### config.mk
export PLATFORM = sky130hd
export DESIGN_NAME = codec_pwr_wake
export DESIGN_NICKNAME = d
export VERILOG_FILES = /design/src/rtl/cpw_pkg.sv /design/src/rtl/cpw_ctrl.sv /design/src/rtl/cpw_dpath.sv /design/src/rtl/codec_pwr_wake.sv
export SDC_FILE = /design/constraint.sdc
export NUM_CORES = 1
export LEC_CHECK = 0
export BUFFER_PORTS_ARGS = -buffer_cell sky130_fd_sc_hd__clkbuf_2
export CAP_MARGIN = 20
export CORE_MARGIN = 2
export CORE_UTILIZATION = 45
export DETAILED_ROUTE_END_ITERATION = 7
export GPL_TIMING_DRIVEN = 1
export PLACE_DENSITY = 0.77
export SYNTH_ARGS = -nofsm -noshare
export SYNTH_HDL_FRONTEND = slang
export SYNTH_SLANG_ARGS = --single-unit
### constraint.sdc
create_clock -name clk -period 1.6 [get_ports clk]
set_input_delay 0.08 -clock clk [delete_from_list [all_inputs] [get_ports clk]]
set_output_delay 0.08 -clock clk [all_outputs]
set_load 0.02 [all_outputs]
### src/rtl/cpw_pkg.sv
package cpw_pkg;
  typedef enum logic [1:0] {
    PS_D0 = 2'd0,
    PS_D1 = 2'd1,
    PS_D2 = 2'd2,
    PS_D3 = 2'd3
  } pwr_state_e;

  typedef struct packed {
    logic cfgWr;
    logic wakeClr;
  } cpw_strobe_t;

  localparam int CFG_DCC_BIT      = 0;
  localparam int CFG_CTRL_PMN_BIT = 1;
  localparam int CFG_SWRST_BIT    = 2;
  localparam int CFG_CODEC_PMN_BIT = 3;
  localparam int CFG_WAKE_LSB     = 4;
  localparam int CFG_IDWR_BIT     = 6;
  localparam int CFG_USED_W       = 7;
endpackage

### src/rtl/cpw_ctrl.sv
module cpw_ctrl
  import cpw_pkg::*;
(
  input  logic        regWrEn,
  input  logic        regAddr,
  input  logic [1:0]  pwrState,
  input  logic        ctrlPmEnN,
  input  logic        codecPmEnN,
  output cpw_strobe_t strobe,
  output logic        ctrlClkGate,
  output logic        bitClkGate
);
  logic lowPower;

  always_comb begin
    strobe.cfgWr   = regWrEn && (regAddr == 1'b0);
    strobe.wakeClr = regWrEn && (regAddr == 1'b1);
  end

  // Gating is only permitted outside the fully-on state.
  assign lowPower    = (pwr_state_e'(pwrState) != PS_D0);
  assign ctrlClkGate = lowPower && !ctrlPmEnN;
  assign bitClkGate  = lowPower && !codecPmEnN;
endmodule

### src/rtl/cpw_dpath.sv
module cpw_dpath
  import cpw_pkg::*;
#(
  parameter int DATA_W      = 8,
  parameter int NUM_CODECS  = 2,
  parameter int SYNC_STAGES = 2
) (
  input  logic                  clk,
  input  logic                  rstN,
  input  cpw_strobe_t           strobe,
  input  logic                  regAddr,
  input  logic [DATA_W-1:0]     regWrData,
  input  logic                  codecPd,
  input  logic                  codecBclk,
  input  logic [NUM_CODECS-1:0] codecSdin,
  output logic [DATA_W-1:0]     cfgQ,
  output logic [NUM_CODECS-1:0] wakeStat,
  output logic [DATA_W-1:0]     regRdData
);
  localparam logic [DATA_W-1:0] CFG_MASK = DATA_W'((1 << CFG_USED_W) - 1);

  logic [DATA_W-1:0]      cfgNext;
  logic [SYNC_STAGES-1:0] bclkSh;
  logic                   bclkLow;
  logic [NUM_CODECS-1:0]  sdinSync;
  logic [NUM_CODECS-1:0]  sdinPrev;
  logic [NUM_CODECS-1:0]  wakeRise;

  // Configuration write: a software reset write clears the wake enables.
  always_comb begin
    cfgNext = regWrData & CFG_MASK;
    if (cfgNext[CFG_SWRST_BIT])
      cfgNext[CFG_WAKE_LSB +: NUM_CODECS] = '0;
  end

  always_ff @(posedge clk or negedge rstN) begin
    if (!rstN)             cfgQ <= '0;
    else if (strobe.cfgWr) cfgQ <= cfgNext;
  end

  always_ff @(posedge clk or negedge rstN) begin
    if (!rstN) bclkSh <= '0;
    else       bclkSh <= {bclkSh[SYNC_STAGES-2:0], codecBclk};
  end
  assign bclkLow = !bclkSh[SYNC_STAGES-1];

  for (genvar gi = 0; gi < NUM_CODECS; gi++) begin : g_codec
    logic [SYNC_STAGES-1:0] sh;

    always_ff @(posedge clk or negedge rstN) begin
      if (!rstN) begin
        sh          <= '0;
        sdinPrev[gi] <= 1'b0;
      end else begin
        sh          <= {sh[SYNC_STAGES-2:0], codecSdin[gi]};
        sdinPrev[gi] <= sh[SYNC_STAGES-1];
      end
    end
    assign sdinSync[gi] = sh[SYNC_STAGES-1];

    assign wakeRise[gi] = codecPd && bclkLow && cfgQ[CFG_WAKE_LSB + gi]
                          && sdinSync[gi] && !sdinPrev[gi];

    // Sticky status: a new edge takes priority over a same-cycle clear.
    always_ff @(posedge clk or negedge rstN) begin
      if (!rstN)                                 wakeStat[gi] <= 1'b0;
      else if (wakeRise[gi])                     wakeStat[gi] <= 1'b1;
      else if (strobe.wakeClr && regWrData[gi])  wakeStat[gi] <= 1'b0;
    end
  end

  always_comb begin
    regRdData = '0;
    if (regAddr) regRdData[NUM_CODECS-1:0] = wakeStat;
    else         regRdData = cfgQ;
  end
endmodule

### src/rtl/codec_pwr_wake.sv
module codec_pwr_wake
  import cpw_pkg::*;
#(
  parameter int DATA_W      = 8,
  parameter int NUM_CODECS  = 2,
  parameter int SYNC_STAGES = 2
) (
  input  logic                  clk,
  input  logic                  rstN,
  input  logic                  regWrEn,
  input  logic                  regAddr,
  input  logic [DATA_W-1:0]     regWrData,
  output logic [DATA_W-1:0]     regRdData,
  input  logic [1:0]            pwrState,
  input  logic                  codecPd,
  input  logic                  codecBclk,
  input  logic [NUM_CODECS-1:0] codecSdin,
  output logic                  dynClkCtlEn,
  output logic                  ctrlClkGate,
  output logic                  bitClkGate,
  output logic                  ctrlSwRst,
  output logic                  idWrEn,
  output logic                  wakeEvent
);
  cpw_strobe_t           strobe;
  logic [DATA_W-1:0]     cfgQ;
  logic [NUM_CODECS-1:0] wakeStat;

  cpw_ctrl u_ctrl (
    .regWrEn    (regWrEn),
    .regAddr    (regAddr),
    .pwrState   (pwrState),
    .ctrlPmEnN  (cfgQ[CFG_CTRL_PMN_BIT]),
    .codecPmEnN (cfgQ[CFG_CODEC_PMN_BIT]),
    .strobe     (strobe),
    .ctrlClkGate(ctrlClkGate),
    .bitClkGate (bitClkGate)
  );

  cpw_dpath #(
    .DATA_W     (DATA_W),
    .NUM_CODECS (NUM_CODECS),
    .SYNC_STAGES(SYNC_STAGES)
  ) u_dpath (
    .clk       (clk),
    .rstN      (rstN),
    .strobe    (strobe),
    .regAddr   (regAddr),
    .regWrData (regWrData),
    .codecPd   (codecPd),
    .codecBclk (codecBclk),
    .codecSdin (codecSdin),
    .cfgQ      (cfgQ),
    .wakeStat  (wakeStat),
    .regRdData (regRdData)
  );

  assign dynClkCtlEn = cfgQ[CFG_DCC_BIT];
  assign ctrlSwRst   = cfgQ[CFG_SWRST_BIT];
  assign idWrEn      = cfgQ[CFG_IDWR_BIT];
  assign wakeEvent   = |wakeStat;
endmodule

# --- Yosys cells after proc, flatten, opt, wreduce, memory -nomap -nowiden ---
# Index checks and enable logic that the tools add are counted.
word_totals:
  regBits: 17
  input_bits: 18
  out_inout_bits: 14
  elab_cells: 38
classes:
  n_mux: 7
  bitwise_logic: 1
  n_reduce_logical: 22
op_table:
  columns: ["op", "count"]
  rows:
  - ["$logic_and A1 B1 Y1", 13]
  - ["$reduce_bool A2 Y1", 3]
  - ["$logic_not A1 Y1", 5]
  - ["$mux W5", 1]
  - ["$mux W1", 4]
  - ["$mux W2", 2]
  - ["$reduce_or A2 Y1", 1]
  - ["$not A1 Y1", 1]

# --- Logic depth before layout (Yosys ltp) ---
# Gate-level depths: netlist of the first run.
depth:
  ltp_word: 6
  depth_mapped: 4
  ltp_nobuf: 2

# --- Cells and area by module ---
# A second synthesis of the first run with hierarchy kept.
hier_totals:
  hier_cells: 50
  hier_area_um2: 699.4
by_module_without_submodules:
  columns: ["mod", "n_inst", "cells_each", "area_per_inst_um2", "seq_area_each_um2"]
  rows:
  - ["cpw_dpath", 1, 45, 656.9, 425.4]
  - ["cpw_ctrl", 1, 4, 36.3, 0.0]
  - ["codec_pwr_wake", 1, 1, 6.3, 0.0]

# --- Least setup slack after synthesis of the first run ---
# OpenSTA, ideal clock, no wires.
synth_path:
  path_type: "reg-to-output"
  start: "register u_dpath.cfgQ[0]"
  end: "output regRdData[0]"
  t_arrival_ps: 781
  t_required_ps: 1520
  slack_ps: 739
  stages_incl_launch_ff: 2
  path_buffers: 0
  path_cell_list: "dfrtp_1 mux2_2"
synth_between:
  elab_chain_cells: 1
synth_rtl:
  columns: ["element", "line", "rtl"]
  rows:
  - ["from (decl)", "cpw_dpath.sv:16", "output logic [DATA_W-1:0] cfgQ,"]
  - ["from (signal assigned)", "cpw_dpath.sv:38", "else if (strobe.cfgWr) cfgQ <= cfgNext;"]
  - ["$mux W2", "cpw_dpath.sv:74", "if (regAddr) regRdData[NUM_CODECS-1:0] = wakeStat;"]
  - ["to (decl)", "codec_pwr_wake.sv:13", "output logic [DATA_W-1:0] regRdData,"]
# No other way between the ends.

# --- Worst setup path after layout of the first run ---
layout_path:
  start: "register u_dpath.wakeStat[1]"
  end: "output wakeEvent"
layout_between:
  elab_chain_cells: 1
layout_rtl:
  columns: ["element", "line", "rtl"]
  rows:
  - ["from (decl)", "cpw_dpath.sv:17", "output logic [NUM_CODECS-1:0] wakeStat,"]
  - ["from (signal, indexed assignment)", "cpw_dpath.sv:66", "if (!rstN) wakeStat[gi] <= 1'b0;"]
  - ["from (signal, indexed assignment)", "cpw_dpath.sv:67", "else if (wakeRise[gi]) wakeStat[gi] <= 1'b1;"]
  - ["from (signal, indexed assignment)", "cpw_dpath.sv:68", "else if (strobe.wakeClr && regWrData[gi]) wakeStat[gi] <= 1'b0;"]
  - ["$reduce_or A2 Y1", "codec_pwr_wake.sv:61", "assign wakeEvent = |wakeStat;"]
  - ["to (decl)", "codec_pwr_wake.sv:23", "output logic wakeEvent"]
# No other way between the ends.

==> flow_metrics.py, run 1 <==
metrics = {
    "status": {
        "outcome": "completed",
    },
    "worst_setup_path": {
        "worstPathCellList": "or2_2 -> clkbuf_2",
        "cp_top_family": "flip-flops",
        "crit_path_end_kind": "output pin",
        "cp_slowest_cell": "dfrtp_1",
        "slowest_delay_ns": 0.40,
        "crit_required_ns": 1.52,
        "startpoint_type": "register",
        "cp_max_fo": 3,
        "r2r_slack_ns": 0.80,
        "critPathArrivalTime_ns": 1.12,
        "path_buf_inv": 1,
        "crit_type": "reg2out",
    },
    "timing": {
        "fmax_mhz": 831,
        "worst_slack_ns": 0.397,
        "hold_viol": 0,
        "setup_violations": 0,
        "setup-tns-final_ns": 0,
        "fin_crit_ns": 1.20,
        "min_period_over_period": 0.752,
        "grt_setup_unrepaired": "false",
        "fin_skew_ns": 0.00637,
        "maxSlewViolCount": 0,
    },
    "grt": {
        "grt_pass1_vias": 438,
        "grtUsageTotal": 0.140,
        "grt_max_degree": 18,
        "grt.busiest_layer": "met2",
        "overflow": 0,
        "use_met2": 0.247,
        "grt_pass1_wl_mm": 1.91,
        "grt_use_met1": 0.165,
        "antenna_found_initial": 0,
        "met3_usage": 0.0286,
    },
    "power": {
        "p_sw_frac": 0.285,
        "clkPwrFrac": 0.236,
        "p_leak_nw": 0.483,
        "seq_power_share": 0.528,
        "total_power_mw": 0.943,
        "p_sw_mw": 0.268,
        "peakVddDrop_uv": 506,
        "p_per_area_nw_per_um2": 1020,
        "cellInternalPower_mw": 0.674,
        "comb_power_share": 0.237,
    },
    "cts": {
        "cts_tree": "built",
        "clock_path_buffers": 2,
        "htreeDepth": 1,
        "cts_root_buf": "clkbuf_4",
        "clk_transition_reported_paths_ns": 0.10,
        "cts_buffers": 3,
        "clock-sinks": 17,
        "clk_latency_ns": 0.28,
        "cts-resized-gates": 0,
    },
    "detailed_routing": {
        "vias": 469,
        "ant_nets": 0,
        "drtPass1Iterations": 4,
        "via_per_inst": 4.79,
        "drt_iter0_markers": 4,
        "wl_mm": 1.19,
        "wl_per_cell_um": 12.2,
        "drc": 0,
    },
    "layout": {
        "syn_to_final_growth_pct": 27.5,
        "nets": 101,
        "multi_input_area_um2": 264,
        "fill_cells": 126,
        "drive_above_1_share": 0.598,
        "regArea_um2": 425,
        "final_util": 0.612,
        "num_antenna_cells": 0,
        "final_cells": 98,
    },
    "placed_design": {
        "io_buffer_count": 29,
        "dp_hpwl_um": 944,
        "place_inst": 90,
        "place_ws_ns": 0.562,
        "place.gp.congestion": 0.773,
    },
    "synthesis": {
        "synthTopCellsByArea": "dfrtp_1 (59%), mux2_4 (15%), and2b_2 (6.1%)",
        "seq_area_frac_synth": 0.588,
        "ys_types": 15,
        "syn_inst": 48,
        "synth_enable_flop_cells": 0,
        "synth_common_cells": "dfrtp_1 (17), mux2_4 (7), and2b_2 (5)",
        "synth_area_per_cell_um2": 15.1,
        "synth_top_area_frac": 0.588,
        "ys.warnings.count": 0,
        "netlist_area_um2": 723,
        "ys.flop_type": "dfrtp_1",
        "synthesis.nets": 66,
        "synth_top_area_cell": "dfrtp_1",
        "synth.most_common_cell": "dfrtp_1",
        "async_flop_share": 1.00,
        "ys_seq_elements": 17,
    },
    "run": {
        "max_cap_viol_count": 0,
    },
    "die": {
        "start_util": 0.480,
        "die_x_um": 44.1,
        "fp-row-count": 14,
        "pin_count": 32,
        "die_h_um": 44.1,
        "die_area_um2": 1940,
        "core_um2": 1510,
    },
    "hold_path": {
        "hp-class": "in2reg",
    },
}
[area by class of cell]
type / count / share of cell area
clock inverter: 1 / 0.00543
timing repair buffer: 33 / 0.201
tap: 16 / 0.0217
clock buffer: 3 / 0.0244
multi-input combinational: 28 / 0.286
sequential: 17 / 0.461
[registers in the layout, indices dropped and copies added (netlist names)]
register and cells:
u_dpath.sdinPrev 2, u_dpath.bclkSh 2, u_dpath.cfgQ 7, u_dpath.wakeStat 2
u_dpath.g_codec.sh 4
[through the flow]
step | cell area [um^2] | hold WS, ns
2_1_floorplan | 723 | -0.216
3_3_place_gp | 855 | 0.0224
3_5_place_dp | 855 | 0.0277
4_1_cts | 922 | 0.0117
5_1_grt | 922 | 0.0148
6_report | 922 | 0.0192
[final timing paths]
path / endpoint / start / cells after the start
min in group asynchronous: u_dpath.cfgQ[1]$_DFFE_PN0P_ / rstN / 2
worst max-delay path: wakeEvent / u_dpath.wakeStat[1]$_DFFE_PN0P_ / 2
max in group asynchronous: u_dpath.sdinPrev[1]$_DFF_PN0_ / rstN / 2
worst min register to register: u_dpath.g_codec[1].sh[1]$_DFF_PN0_ / u_dpath.g_codec[1].sh[0]$_DFF_PN0_ / 0
worst max register to register: u_dpath.cfgQ[4]$_DFFE_PN0P_ / u_dpath.cfgQ[4]$_DFFE_PN0P_ / 1
worst min-delay path: u_dpath.cfgQ[3]$_DFFE_PN0P_ / regWrData[3] / 2
[power groups by stage]
stage | logic (mW) | registers, mW | clock network, mW
CTS | 0.226 | 0.499 | 0.231
finish | 0.223 | 0.498 | 0.222
floorplan | 0.138 | 0.512 | 0
global route | 0.240 | 0.504 | 0.252
detailed placement | 0.218 | 0.507 | 0
global placement | 0.214 | 0.504 | 0
[cell families (layout without fill, tap and decap cells)]
group,count (synthesis),in the layout,synth area share
other cells,1,1,0.00519
flops,17,17,0.588
buf+inv,3,37,0.0467
compound gates,2,2,0.0242
simple gates,16,16,0.159
mux,9,9,0.176
[cells in the final DEF (no fill, tap or decap)]
cell type and n:
dfrtp_1 17, clkinv_2 1, conb_1 1, and2b_2 5, o2bb2ai_1 2, nand4b_1 2, nor2b_1 2, nor2_1 3
or2_2 1, mux2_2 2, clkbuf_4 3, nand3_1 2, nor2b_4 1, dlygate4sd3_1 4, clkbuf_2 29, mux2_4 7
[metal layers]
| metal | vias to the layer above | routed length (um) |
|---|---|---|
| li1 | 230 | - |
| met1 | 223 | 476 |
| met2 | 16 | 631 |
| met3 | 0 | 83 |
| met4 | 0 | 0 |
| met5 | - | 0 |
[timing repair]
item | 4_1_cts | 5_1_grt
buffers inserted | 0 | 0
hold endpoints to repair | 20 | 0
hold buffers | 4 | 0
No activity file was read; power rests on OpenSTA's default activity.
==> inputs of run 2 (changes only) <==
Settings changed: CORE_UTILIZATION 45 to 44, PLACE_DENSITY 0.77 to 0.75.
Clock period 1.6 ns to 1.18 ns, I/O delays scaled along.
==> flow_metrics.py, run 2 (synthesis results as in run 1) <==
metrics = {
    "detailed_routing": {
        "drtPass1Iterations": 4,
        "ant_nets": 0,
        "drc": 0,
        "drt_iter0_markers": 5,
        "vias": 493,
        "wl_per_cell_um": 12.9,
        "wl_mm": 1.31,
        "via_per_inst": 4.83,
    },
    "cts": {
        "clk_latency_ns": 0.28,
        "clock_path_buffers": 2,
        "cts_root_buf": "clkbuf_4",
        "cts_buffers": 3,
        "htreeDepth": 1,
        "clock-sinks": 17,
        "cts_tree": "built",
        "clk_transition_reported_paths_ns": 0.09,
    },
    "timing": {
        "hold_viol": 0,
        "min_period_over_period": 0.985,
        "worst_slack_ns": 0.0175,
        "grt_setup_unrepaired": "true",
        "setup-tns-final_ns": 0,
        "fin_skew_ns": 0.00177,
        "fmax_mhz": 860,
        "whs_ns": 0.00328,
        "maxSlewViolCount": 0,
        "setup_violations": 0,
        "fin_crit_ns": 1.16,
    },
    "grt": {
        "overflow": 0,
        "grtUsageTotal": 0.142,
        "antenna_found_initial": 0,
        "grt_pass1_vias": 458,
        "grt_max_degree": 18,
        "grt_pass1_wl_mm": 1.95,
    },
    "die": {
        "die_area_um2": 1980,
        "core_um2": 1520,
        "die_x_um": 44.5,
        "start_util": 0.475,
        "fp-row-count": 14,
        "pin_count": 32,
        "die_h_um": 44.5,
    },
    "layout": {
        "final_util": 0.646,
        "num_antenna_cells": 0,
        "nets": 105,
        "final_common_cell": "clkbuf_2",
        "final_cell_mix": "clkbuf_2 (26), dfrtp_1 (17), mux2_4 (8)",
        "regArea_um2": 425,
        "drive_above_1_share": 0.616,
        "regMostFlops": "u_dpath.cfgQ",
        "largest_registers": "u_dpath.cfgQ (7), u_dpath.g_codec.sh (4)",
        "syn_to_final_growth_pct": 36.2,
        "multi_input_area_um2": 270,
        "final_cell_area_um2": 985,
        "largest_register_ffs": 7,
        "fill_cells": 127,
    },
    "worst_setup_path": {
        "critPathArrivalTime_ns": 1.10,
        "startpoint_type": "register",
        "cp_max_fo": 3,
        "crit_path_end_kind": "output pin",
        "crit_type": "reg2out",
        "crit_required_ns": 1.12,
    },
    "run": {
        "max_cap_viol_count": 0,
    },
    "placed_design": {
        "dp_hpwl_um": 886,
        "io_buffer_count": 29,
        "placed_area_um2": 862,
        "place.gp.congestion": 0.782,
        "place_ws_ns": 0.210,
    },
    "power": {
        "peakVddDrop_uv": 673,
        "p_leak_nw": 0.514,
        "p_per_area_nw_per_um2": 1370,
    },
    "status": {
        "outcome": "completed",
    },
    "hold_path": {
        "hp-class": "in2reg",
    },
}
## run 2: per-stage QoR
stage               total power [mW]  std cells
global route                    1.42        102
finish                          1.35        102
CTS                             1.33        100
detailed placement             0.983         91
global placement               0.975         91
floorplan                      0.882         48
## run 2: metal layers
layer | part of all wire | track usage
met5 | 0 | 0
met4 | 0 | 0.0545
met3 | 0.063 | 0.0408
met2 | 0.53 | 0.246
met1 | 0.40 | 0.163
## run 2: path summary, 6_finish.rpt
path                                               startpoint                                 end  slack (ns)  depth (start not counted)
setup / recovery              u_dpath.wakeStat[1]$_DFFE_PN0P_                        regRdData[1]        0.02                          2
hold / removal                                   regWrData[3]         u_dpath.cfgQ[3]$_DFFE_PN0P_       0.003                          2
setup reg to reg                  u_dpath.cfgQ[0]$_DFFE_PN0P_         u_dpath.cfgQ[0]$_DFFE_PN0P_        0.28                          2
hold reg to reg            u_dpath.g_codec[1].sh[0]$_DFF_PN0_  u_dpath.g_codec[1].sh[1]$_DFF_PN0_        0.36                          0
max in group asynchronous                                rstN         u_dpath.cfgQ[1]$_DFFE_PN0P_        0.68                          2
min in group asynchronous                                rstN         u_dpath.cfgQ[2]$_DFFE_PN0P_        0.22                          2
## run 2: power by group
part | switching (mW) | internal (mW) | total (mW)
registers | 0.0350 | 0.637 | 0.672
clock network | 0.175 | 0.126 | 0.301
logic | 0.169 | 0.205 | 0.374
total | 0.379 | 0.968 | 1.35
## run 2: area by class of cell
type                       instances  area share
sequential                        17       0.432
multi-input combinational         28       0.274
timing repair buffer              37       0.245
clock buffer                       3      0.0229
tap                               16      0.0203
clock inverter                     1     0.00508
## run 2: what timing repair did
item / 4_1_cts / 5_1_grt
pin swaps: 0 / 1
gates resized for setup: 6 / 5
gates cloned: 0 / 0
hold buffers: 4 / 0
endpoints found under the hold margin: 20 / 0
endpoints found under the setup margin: 3 / 3
buffers inserted: 1 / 2
## run 2: worst max-delay path, stage by stage, from the launching register on
cell     delay [ns]
dfrtp_1        0.41
mux2_4         0.28
buf_8          0.13
